<file path="src/rtl/ssp_pkg.sv">
package ssp_pkg;
   localparam int BUS_W = 8;
   localparam int FRAME_BITS = 8;

   localparam logic [2:0] ADR_TLO  = 3'd0;
   localparam logic [2:0] ADR_THI  = 3'd1;
   localparam logic [2:0] ADR_SDR  = 3'd2;
   localparam logic [2:0] ADR_ICR  = 3'd3;
   localparam logic [2:0] ADR_CTRL = 3'd4;

   localparam int FLG_TMR = 0;
   localparam int FLG_SER = 3;
   localparam int CTL_RUN = 0;
   localparam int CTL_OUT = 6;
   localparam int MSK_SET = 7;
endpackage

</file>
<file path="src/rtl/ssp_timer.sv">
module ssp_timer #(
   parameter int TIMER_W = 16
) (
   input  logic               clk,
   input  logic               rst_n,
   input  logic               lo_wr,
   input  logic               hi_wr,
   input  logic               load,
   input  logic               run_d,
   input  logic [7:0]         wdata,
   output logic [TIMER_W-1:0] count,
   output logic               run,
   output logic               uf
);
   localparam int HI_W = TIMER_W - 8;

   logic [TIMER_W-1:0] reload_q;

   assign uf = run && (count <= TIMER_W'(1)) && !load;

   always_ff @(posedge clk) begin
      if (!rst_n) begin
         reload_q <= '1;
      end else begin
         if (lo_wr) reload_q[7:0] <= wdata;
         if (hi_wr) reload_q[TIMER_W-1:8] <= wdata[HI_W-1:0];
      end
   end

   always_ff @(posedge clk) begin
      if (!rst_n) begin
         count <= '1;
         run   <= 1'b0;
      end else if (load) begin
         count <= reload_q;
         run   <= run_d;
      end else if (uf) begin
         count <= reload_q;
      end else if (run) begin
         count <= count - TIMER_W'(1);
      end
   end
endmodule

</file>
<file path="src/rtl/ssp_shift.sv">
module ssp_shift #(
   parameter int SYNC_STAGES = 2,
   parameter int FRAME_BITS  = 8,
   parameter bit MSB_FIRST   = 1'b1
) (
   input  logic                  clk,
   input  logic                  rst_n,
   input  logic                  out_mode,
   input  logic                  uf,
   input  logic                  start_wr,
   input  logic [FRAME_BITS-1:0] wdata,
   input  logic                  cnt_in,
   input  logic                  sp_in,
   output logic                  cnt_out,
   output logic                  sp_out,
   output logic                  tx_busy,
   output logic                  tx_done,
   output logic                  rx_done,
   output logic [FRAME_BITS-1:0] rx_byte
);
   localparam int CNT_W = (FRAME_BITS > 1) ? $clog2(FRAME_BITS) : 1;
   localparam logic [CNT_W-1:0] LAST = CNT_W'(FRAME_BITS - 1);

   if (SYNC_STAGES < 2 || SYNC_STAGES > 4) begin : g_bad_sync
      $error("ssp_shift: SYNC_STAGES must be 2..4");
   end
   if (FRAME_BITS < 2) begin : g_bad_frame
      $error("ssp_shift: FRAME_BITS must be at least 2");
   end

   logic [SYNC_STAGES-1:0] c_pipe, s_pipe;
   logic                   c_last;
   logic                   rise, s_bit;

   always_ff @(posedge clk) begin
      if (!rst_n) begin
         c_pipe <= '1;
         s_pipe <= '0;
         c_last <= 1'b1;
      end else begin
         c_pipe <= {c_pipe[SYNC_STAGES-2:0], cnt_in};
         s_pipe <= {s_pipe[SYNC_STAGES-2:0], sp_in};
         c_last <= c_pipe[SYNC_STAGES-1];
      end
   end

   assign rise  = c_pipe[SYNC_STAGES-1] & ~c_last;
   assign s_bit = s_pipe[SYNC_STAGES-1];

   logic [FRAME_BITS-1:0] tx_sh, tx_next, rx_sh, rx_next;
   logic                  tx_bit;

   if (MSB_FIRST) begin : g_msb
      assign tx_bit  = tx_sh[FRAME_BITS-1];
      assign tx_next = {tx_sh[FRAME_BITS-2:0], 1'b0};
      assign rx_next = {rx_sh[FRAME_BITS-2:0], s_bit};
   end else begin : g_lsb
      assign tx_bit  = tx_sh[0];
      assign tx_next = {1'b0, tx_sh[FRAME_BITS-1:1]};
      assign rx_next = {s_bit, rx_sh[FRAME_BITS-1:1]};
   end

   logic [CNT_W-1:0] tx_n, rx_n;
   logic             cnt_q, sp_q;

   assign tx_done = out_mode & tx_busy & uf & ~cnt_q & (tx_n == LAST);
   assign rx_done = ~out_mode & rise & (rx_n == LAST);
   assign rx_byte = rx_next;
   assign cnt_out = cnt_q;
   assign sp_out  = sp_q;

   always_ff @(posedge clk) begin
      if (!rst_n) begin
         tx_busy <= 1'b0;
         tx_sh   <= '0;
         tx_n    <= '0;
         cnt_q   <= 1'b1;
         sp_q    <= 1'b1;
      end else if (!out_mode) begin
         tx_busy <= 1'b0;
         tx_n    <= '0;
         cnt_q   <= 1'b1;
      end else if (start_wr && !tx_busy) begin
         tx_busy <= 1'b1;
         tx_sh   <= wdata;
         tx_n    <= '0;
         cnt_q   <= 1'b1;
      end else if (tx_busy && uf) begin
         if (cnt_q) begin
            cnt_q <= 1'b0;
            sp_q  <= tx_bit;
            tx_sh <= tx_next;
         end else begin
            cnt_q <= 1'b1;
            if (tx_n == LAST) begin
               tx_busy <= 1'b0;
               tx_n    <= '0;
            end else begin
               tx_n <= tx_n + CNT_W'(1);
            end
         end
      end
   end

   always_ff @(posedge clk) begin
      if (!rst_n) begin
         rx_sh <= '0;
         rx_n  <= '0;
      end else if (out_mode) begin
         rx_n <= '0;
      end else if (rise) begin
         rx_sh <= rx_next;
         rx_n  <= (rx_n == LAST) ? '0 : rx_n + CNT_W'(1);
      end
   end
endmodule

</file>
<file path="src/rtl/ssp_irq.sv">
module ssp_irq (
   input  logic       clk,
   input  logic       rst_n,
   input  logic       set_tmr,
   input  logic       set_ser,
   input  logic       rd_clr,
   input  logic       mask_wr,
   input  logic [7:0] wdata,
   output logic [6:0] flags,
   output logic       irq
);
   import ssp_pkg::*;

   localparam logic [6:0] IMPL = 7'((1 << FLG_TMR) | (1 << FLG_SER));

   logic [6:0] set_vec, act;
   logic       unused_wd;

   assign set_vec   = 7'((32'(set_tmr) << FLG_TMR) | (32'(set_ser) << FLG_SER));
   assign unused_wd = ^(wdata & ~{1'b1, IMPL});

   for (genvar i = 0; i < 7; i++) begin : g_bit
      if (IMPL[i]) begin : g_on
         logic f_q, m_q;
         always_ff @(posedge clk) begin
            if (!rst_n) begin
               f_q <= 1'b0;
               m_q <= 1'b0;
            end else begin
               if (set_vec[i])  f_q <= 1'b1;
               else if (rd_clr) f_q <= 1'b0;
               if (mask_wr && wdata[i]) m_q <= wdata[MSK_SET];
            end
         end
         assign flags[i] = f_q;
         assign act[i]   = f_q & m_q;
      end else begin : g_off
         assign flags[i] = 1'b0;
         assign act[i]   = 1'b0;
      end
   end

   assign irq = |act;
endmodule

</file>
<file path="src/rtl/ssp_port.sv">
module ssp_port #(
   parameter int TIMER_W     = 16,
   parameter int SYNC_STAGES = 2
) (
   input  logic       clk,
   input  logic       rst_n,
   input  logic       bus_cs,
   input  logic       bus_we,
   input  logic [2:0] bus_addr,
   input  logic [7:0] bus_wdata,
   output logic [7:0] bus_rdata,
   input  logic       cnt_in,
   input  logic       sp_in,
   output logic       cnt_out,
   output logic       cnt_oe,
   output logic       sp_out,
   output logic       sp_oe,
   output logic       irq
);
   import ssp_pkg::*;

   if (TIMER_W < 9 || TIMER_W > 16) begin : g_bad_timer
      $error("ssp_port: TIMER_W must be 9..16");
   end

   logic wr, rd;
   logic ctrl_wr, sdr_wr, icr_rd, mask_wr;
   logic out_mode, run, uf;
   logic tx_busy, tx_done, rx_done, flag_ser;
   logic [TIMER_W-1:0]    count;
   logic [FRAME_BITS-1:0] rx_byte, sdr_q;
   logic [6:0]            flags;

   assign wr      = bus_cs & bus_we;
   assign rd      = bus_cs & ~bus_we;
   assign ctrl_wr = wr & (bus_addr == ADR_CTRL);
   assign sdr_wr  = wr & (bus_addr == ADR_SDR);
   assign mask_wr = wr & (bus_addr == ADR_ICR);
   assign icr_rd  = rd & (bus_addr == ADR_ICR);

   always_ff @(posedge clk) begin
      if (!rst_n)       out_mode <= 1'b0;
      else if (ctrl_wr) out_mode <= bus_wdata[CTL_OUT];
   end

   always_ff @(posedge clk) begin
      if (!rst_n)       sdr_q <= '0;
      else if (rx_done) sdr_q <= rx_byte;
      else if (sdr_wr)  sdr_q <= bus_wdata[FRAME_BITS-1:0];
   end

   ssp_timer #(.TIMER_W(TIMER_W)) u_timer (
      .clk   (clk),
      .rst_n (rst_n),
      .lo_wr (wr & (bus_addr == ADR_TLO)),
      .hi_wr (wr & (bus_addr == ADR_THI)),
      .load  (ctrl_wr),
      .run_d (bus_wdata[CTL_RUN]),
      .wdata (bus_wdata),
      .count (count),
      .run   (run),
      .uf    (uf)
   );

   ssp_shift #(
      .SYNC_STAGES (SYNC_STAGES),
      .FRAME_BITS  (FRAME_BITS),
      .MSB_FIRST   (1'b1)
   ) u_shift (
      .clk      (clk),
      .rst_n    (rst_n),
      .out_mode (out_mode),
      .uf       (uf),
      .start_wr (sdr_wr),
      .wdata    (bus_wdata[FRAME_BITS-1:0]),
      .cnt_in   (cnt_in),
      .sp_in    (sp_in),
      .cnt_out  (cnt_out),
      .sp_out   (sp_out),
      .tx_busy  (tx_busy),
      .tx_done  (tx_done),
      .rx_done  (rx_done),
      .rx_byte  (rx_byte)
   );

   ssp_irq u_irq (
      .clk     (clk),
      .rst_n   (rst_n),
      .set_tmr (uf),
      .set_ser (tx_done | rx_done),
      .rd_clr  (icr_rd),
      .mask_wr (mask_wr),
      .wdata   (bus_wdata),
      .flags   (flags),
      .irq     (irq)
   );

   assign flag_ser = flags[FLG_SER];
   assign cnt_oe   = out_mode;
   assign sp_oe    = out_mode;

   always_comb begin
      bus_rdata = '0;
      case (bus_addr)
         ADR_TLO:  bus_rdata = count[7:0];
         ADR_THI:  bus_rdata = 8'(count >> 8);
         ADR_SDR:  bus_rdata = sdr_q;
         ADR_ICR:  bus_rdata = {irq, flags};
         ADR_CTRL: bus_rdata = 8'((32'(out_mode) << CTL_OUT) | (32'(run) << CTL_RUN));
         default:  bus_rdata = '0;
      endcase
   end
endmodule

</file>
<file path="config.mk">
export PLATFORM = sky130hd
export DESIGN_NAME = ssp_port
export DESIGN_NICKNAME = d
export VERILOG_FILES = /design/src/rtl/ssp_pkg.sv /design/src/rtl/ssp_timer.sv /design/src/rtl/ssp_shift.sv /design/src/rtl/ssp_irq.sv /design/src/rtl/ssp_port.sv
export SDC_FILE = /design/constraint.sdc
export NUM_CORES = 1
export LEC_CHECK = 0
export BUFFER_PORTS_ARGS = -buffer_cell sky130_fd_sc_hd__buf_2
export CORE_MARGIN = 2
export CORE_UTILIZATION = 55
export DETAILED_ROUTE_END_ITERATION = 8
export GPL_ROUTABILITY_DRIVEN = 0
export PLACE_DENSITY_LB_ADDON = 0.08
export RECOVER_POWER = 25
export SYNTH_ARGS = -nofsm -noshare
export SYNTH_HDL_FRONTEND = slang
export SYNTH_SLANG_ARGS = --single-unit
</file>
<file path="constraint.sdc">
create_clock -name clk -period 6.4 [get_ports clk]
set_input_delay 1.28 -clock clk [delete_from_list [all_inputs] [get_ports clk]]
set_output_delay 1.28 -clock clk [all_outputs]
set_load 0.005 [all_outputs]
</file>
Word-level counts from Yosys, hierarchy flattened. Cells that the tools add are included.

Bits in read-only memories: 0. Latch bits: 0. Output and inout bits: 13. Memories kept: 0. Logic and storage cells: 101. Input port bits: 17. Bits in writable memories: 0. Register bits: 75.

Add/subtract/negate cells: 3. Bitwise gates (word level): 26. Muxes and demuxes: 19. Shift operators: 0. Multipliers: 0. Divide/modulo/power cells: 0. Reduce and logical (&&, ||, !) cells: 25. Eq/ne operators: 7. Magnitude comparators: 1.

Operators by type and width (count): $mux W16 (3); $mux W8 (5); $pmux W8 S5 (1); $and A1 B1 Y1 (17); $le A16 B1 Y1 const B (1); $sub A16 B1 Y16 const B (1); $reduce_bool A2 Y1 (6); $eq A3 B3 Y1 const B (3); $mux W1 (8); $or A7 B1 Y7 (1); $add A3 B1 Y3 const B (2); $eq A3 B2 Y1 const B (2); $logic_and A1 B1 Y1 (6); $mux W3 (2); $not A1 Y1 (6); $reduce_and A2 Y1 (3); $reduce_and A3 Y1 (2); $or A1 B4 Y4 (1); $reduce_and A4 Y1 (1); $reduce_or A2 Y1 (2); $eq A3 B1 Y1 const B (1); $logic_not A3 Y1 (1); $reduce_bool A3 Y1 (1); $reduce_or A3 Y1 (1); other kinds (3) (4).

Depth between registers and ports, before layout.
Depth after elaboration: 10. Mapped depth: 7. Mapped depth without buffers: 7.

Modules after synthesis. A second synthesis with hierarchy kept.

Cell total of the unflattened synthesis: 409. Area, all modules: 3911.3 um^2.

Modules (own cells, without submodules): ssp_timer (seq. area each 660.6 um^2, cells each 187, instances 1, area an instance 1711.6 um^2); ssp_shift (seq. area each 580.6 um^2, cells each 107, instances 1, area an instance 1163.6 um^2); ssp_port (seq. area each 180.2 um^2, cells each 91, instances 1, area an instance 824.5 um^2); ssp_irq (seq. area each 80.1 um^2, cells each 24, instances 1, area an instance 211.5 um^2).

Least setup slack after synthesis. OpenSTA, ideal clock, no wires.

Path type: input port to output port. Start: in bus_addr[0]. End: out bus_rdata[7]. Path slack: 2.885 ns. Data arrival time: 2.235 ns. Stages: 4. Path buffers: 2. Path through: buf_6 clkbuf_1 mux4_2 nor2b_1.

Cells in the longest elaborated chain, start to end: 2. Elaborated cells between the ends (all ways): 6.

RTL lines: start: declaration (line ssp_port.sv:9) `input logic [2:0] bus_addr,`; $eq A3 B3 Y1 (tied with other cells) (line ssp_port.sv:104) `case (bus_addr)`; $pmux W8 S5 * (line ssp_port.sv:104); end: declaration (line ssp_port.sv:11) `output logic [7:0] bus_rdata,`.

Mark *: on every way between the ends. The rest lies on a longest branch, timed or not.

==> results.cfg <==
[status]
status = complete, but fails checks
violations = max-capacitance violations, max-slew violations

[route]
antenna_left = 0
drt-total-wl_microns = 9750
dr.pass1.iters = 4
wire_per_inst_microns = 17.4
drcViolationCount = 0
avgViaCountPerCell = 6.07
vias = 3403
drtIter0Drc = 341

[place]
post-place-cells = 545
portBuffers = 29
dp_hpwl_microns = 6770

[clock_network]
holdBufCountCts = 0
cts_tree = yes
ctsResizeCount = 0
cts-buffers-inserted = 9
clockBufferDepth = 2
htree_num_levels = 3
path_clk_slew_ps = 90
cts_setup_buffers = 0
clock_sinks = 75
clock_latency_ps = 350
ctsRootBufferMaster = clkbuf_8

[pwr]
powerDensity_nw_per_um2 = 221
finalPower_mw = 0.915
leakage_nw = 1.57
max-vdd-ir-drop_mv = 0.132

[finish]
drive_gt1_share_pct = 12.1
final_cell_count_no_fill = 561
nNetsFinal = 499
layout_common_cells = dfxtp_1, nand2_1, nor2_1, a21oi_1, mux2i_1
syn_to_final_growth_pct = 8.52
num_antenna_cells = 0
nFillCells = 624
final_common_cell = dfxtp_1

[timing]
finalCritPeriodShare_pct = 63.2
clock.fmax_ghz = 0.247
fin_crit_ps = 4040
skew_ps = 10.2
rsz0062_at_grt = false
hold_violations = 0
setup_viol = 0
maxSlewHeadroom_pct = -27.4
slew_viol_final = 45
worst_slew_pin_slew_ps = 1910
fin_tns_setup_ps = 0

[logic_synthesis]
avgSynthCellArea_sq_um = 8.21
synth_edf_count = 0
synthesis.nets = 488
yosysSeqAreaShare_pct = 39.3
ys_types = 59
yosysWarnings = 0
ys.flop_type = dfxtp_1
synth_area_sq_um = 3820
async_flop_share_pct = 0
synthesis.instances = 465
synth_seq_cells = 75

[critical_path]
worstPathArrival_ps = 4270
path_max_fanout = 44
worst_setup_path_end_kind = flop
crit_chain = clkbuf_1, inv_1, a221oi_1, o21ai_0
critPathTopFamily = buffers and inverters
crit_buf_inv = 2
cp_data_required_time_ps = 6630
crit_path_start_kind = input port
crit_type = input port to flop
slowest_stage = clkbuf_1
max_stage_delay_ps = 1340

[floorplanning]
core_sq_um = 6760
die_h_microns = 87.3
io_pins = 30
start_util_pct = 56.5
rows = 30
die_area_sq_um = 7630
die_x_microns = 87.3

[global_route]
grt_pass1_vias = 3101
grt_pass1_wl_microns = 15600
grt_max_degree = 45
antenna_found_initial = 0
grt.total_usage_pct = 26.7
overflow = 0

[min_path]
hold_path_class = flop to flop

[job]
maxCapViolations = 1
cell families after synthesis:
group	Yosys count	synth area share [%]
mux	31	8.81
buf+inv	41	4.78
simple gates	206	27.4
compound gates	105	17.6
xor+xnor	1	0.229
flops	75	39.3
fa+ha+maj	6	1.97
flip-flops by register name, summed over array words and instances (netlist names):
| register | cells |
|---|---|
| u_timer.run | 1 |
| u_shift.tx_busy | 1 |
| u_irq.g_bit.g_on.m_q | 2 |
| u_shift.cnt_out | 1 |
| sdr_q | 8 |
| u_shift.rx_sh | 7 |
| u_shift.tx_sh | 8 |
| cnt_oe | 1 |
| u_shift.sp_out | 1 |
| u_irq.g_bit.g_on.f_q | 2 |
| u_shift.tx_n | 3 |
| u_shift.c_pipe | 2 |
| u_shift.c_last | 1 |
| u_shift.s_pipe | 2 |
| u_timer.reload_q | 16 |
| u_timer.count | 16 |
| u_shift.rx_n | 3 |
worst paths after layout:
path	startpoint	to	slack (ps)	depth (start not counted)
setup / recovery	rst_n	u_timer.count[9]	2360	4
hold / removal	u_shift.c_pipe[0]	u_shift.c_pipe[1]	420	1
setup reg to reg	cnt_oe	u_shift.sp_out	3750	5
hold reg to reg	u_shift.c_pipe[0]	u_shift.c_pipe[1]	420	1
per-layer routing:
metal | share of wire (%) | vias up | global-route usage (%)
met1 | 46 | 1598 | 36.3
met3 | 4.8 | 16 | 3.60
met5 | 0 | - | 0
li1 | - | 1692 | -
met4 | 2.0 | 0 | 10.3
met2 | 48 | 97 | 42.9
synthesized netlist by cell type (5+ instances only):
library cell  instances  area share, %
a211oi_1             13            2.6
a21oi_1              31            4.1
buf_2                 5           0.65
clkbuf_1             23            2.3
dfxtp_1              75             39
ha_1                  6            2.0
inv_1                 7           0.69
mux2i_1              28            7.3
nand2_1              70            6.9
nand2b_1             13            2.1
nand3_1              20            2.6
nand4_1               6           0.98
nor2_1               46            4.5
nor3_1               10            1.3
nor4_1                5           0.82
o21ai_0              23            3.0
or4_1                 7            1.4
final cells by class:
class / instances / area [sq um] / share of cell area (%)
inverters: 9 / 33.8 / 0.815
repair buffers: 32 / 163 / 3.92
multi-input cells: 349 / 2140 / 51.7
flip-flops and latches: 75 / 1500 / 36.2
well taps: 80 / 100 / 2.41
clock buffers: 9 / 124 / 2.99
clock inverters: 7 / 81.3 / 1.96
report_power, final:
group | switching, mW | internal [mW] | total (mW)
registers | 0.00424 | 0.472 | 0.476
clock network | 0.198 | 0.185 | 0.384
logic | 0.0363 | 0.0192 | 0.0555
stage by stage:
step | utilization, % | instance area, sq um | hold slack [ps] | worst slack (ps)
after floorplan | - | 3820 | 386 | 2890
after global placement | 58.4 | 3950 | 400 | 2740
after detailed placement | 58.4 | 3950 | 406 | 2710
after CTS | 61.4 | 4150 | 428 | 2710
after global routing | 61.4 | 4150 | 434 | 2080
final | 61.4 | 4150 | 423 | 2360
Note: power is estimated with default switching activity, not from simulation.
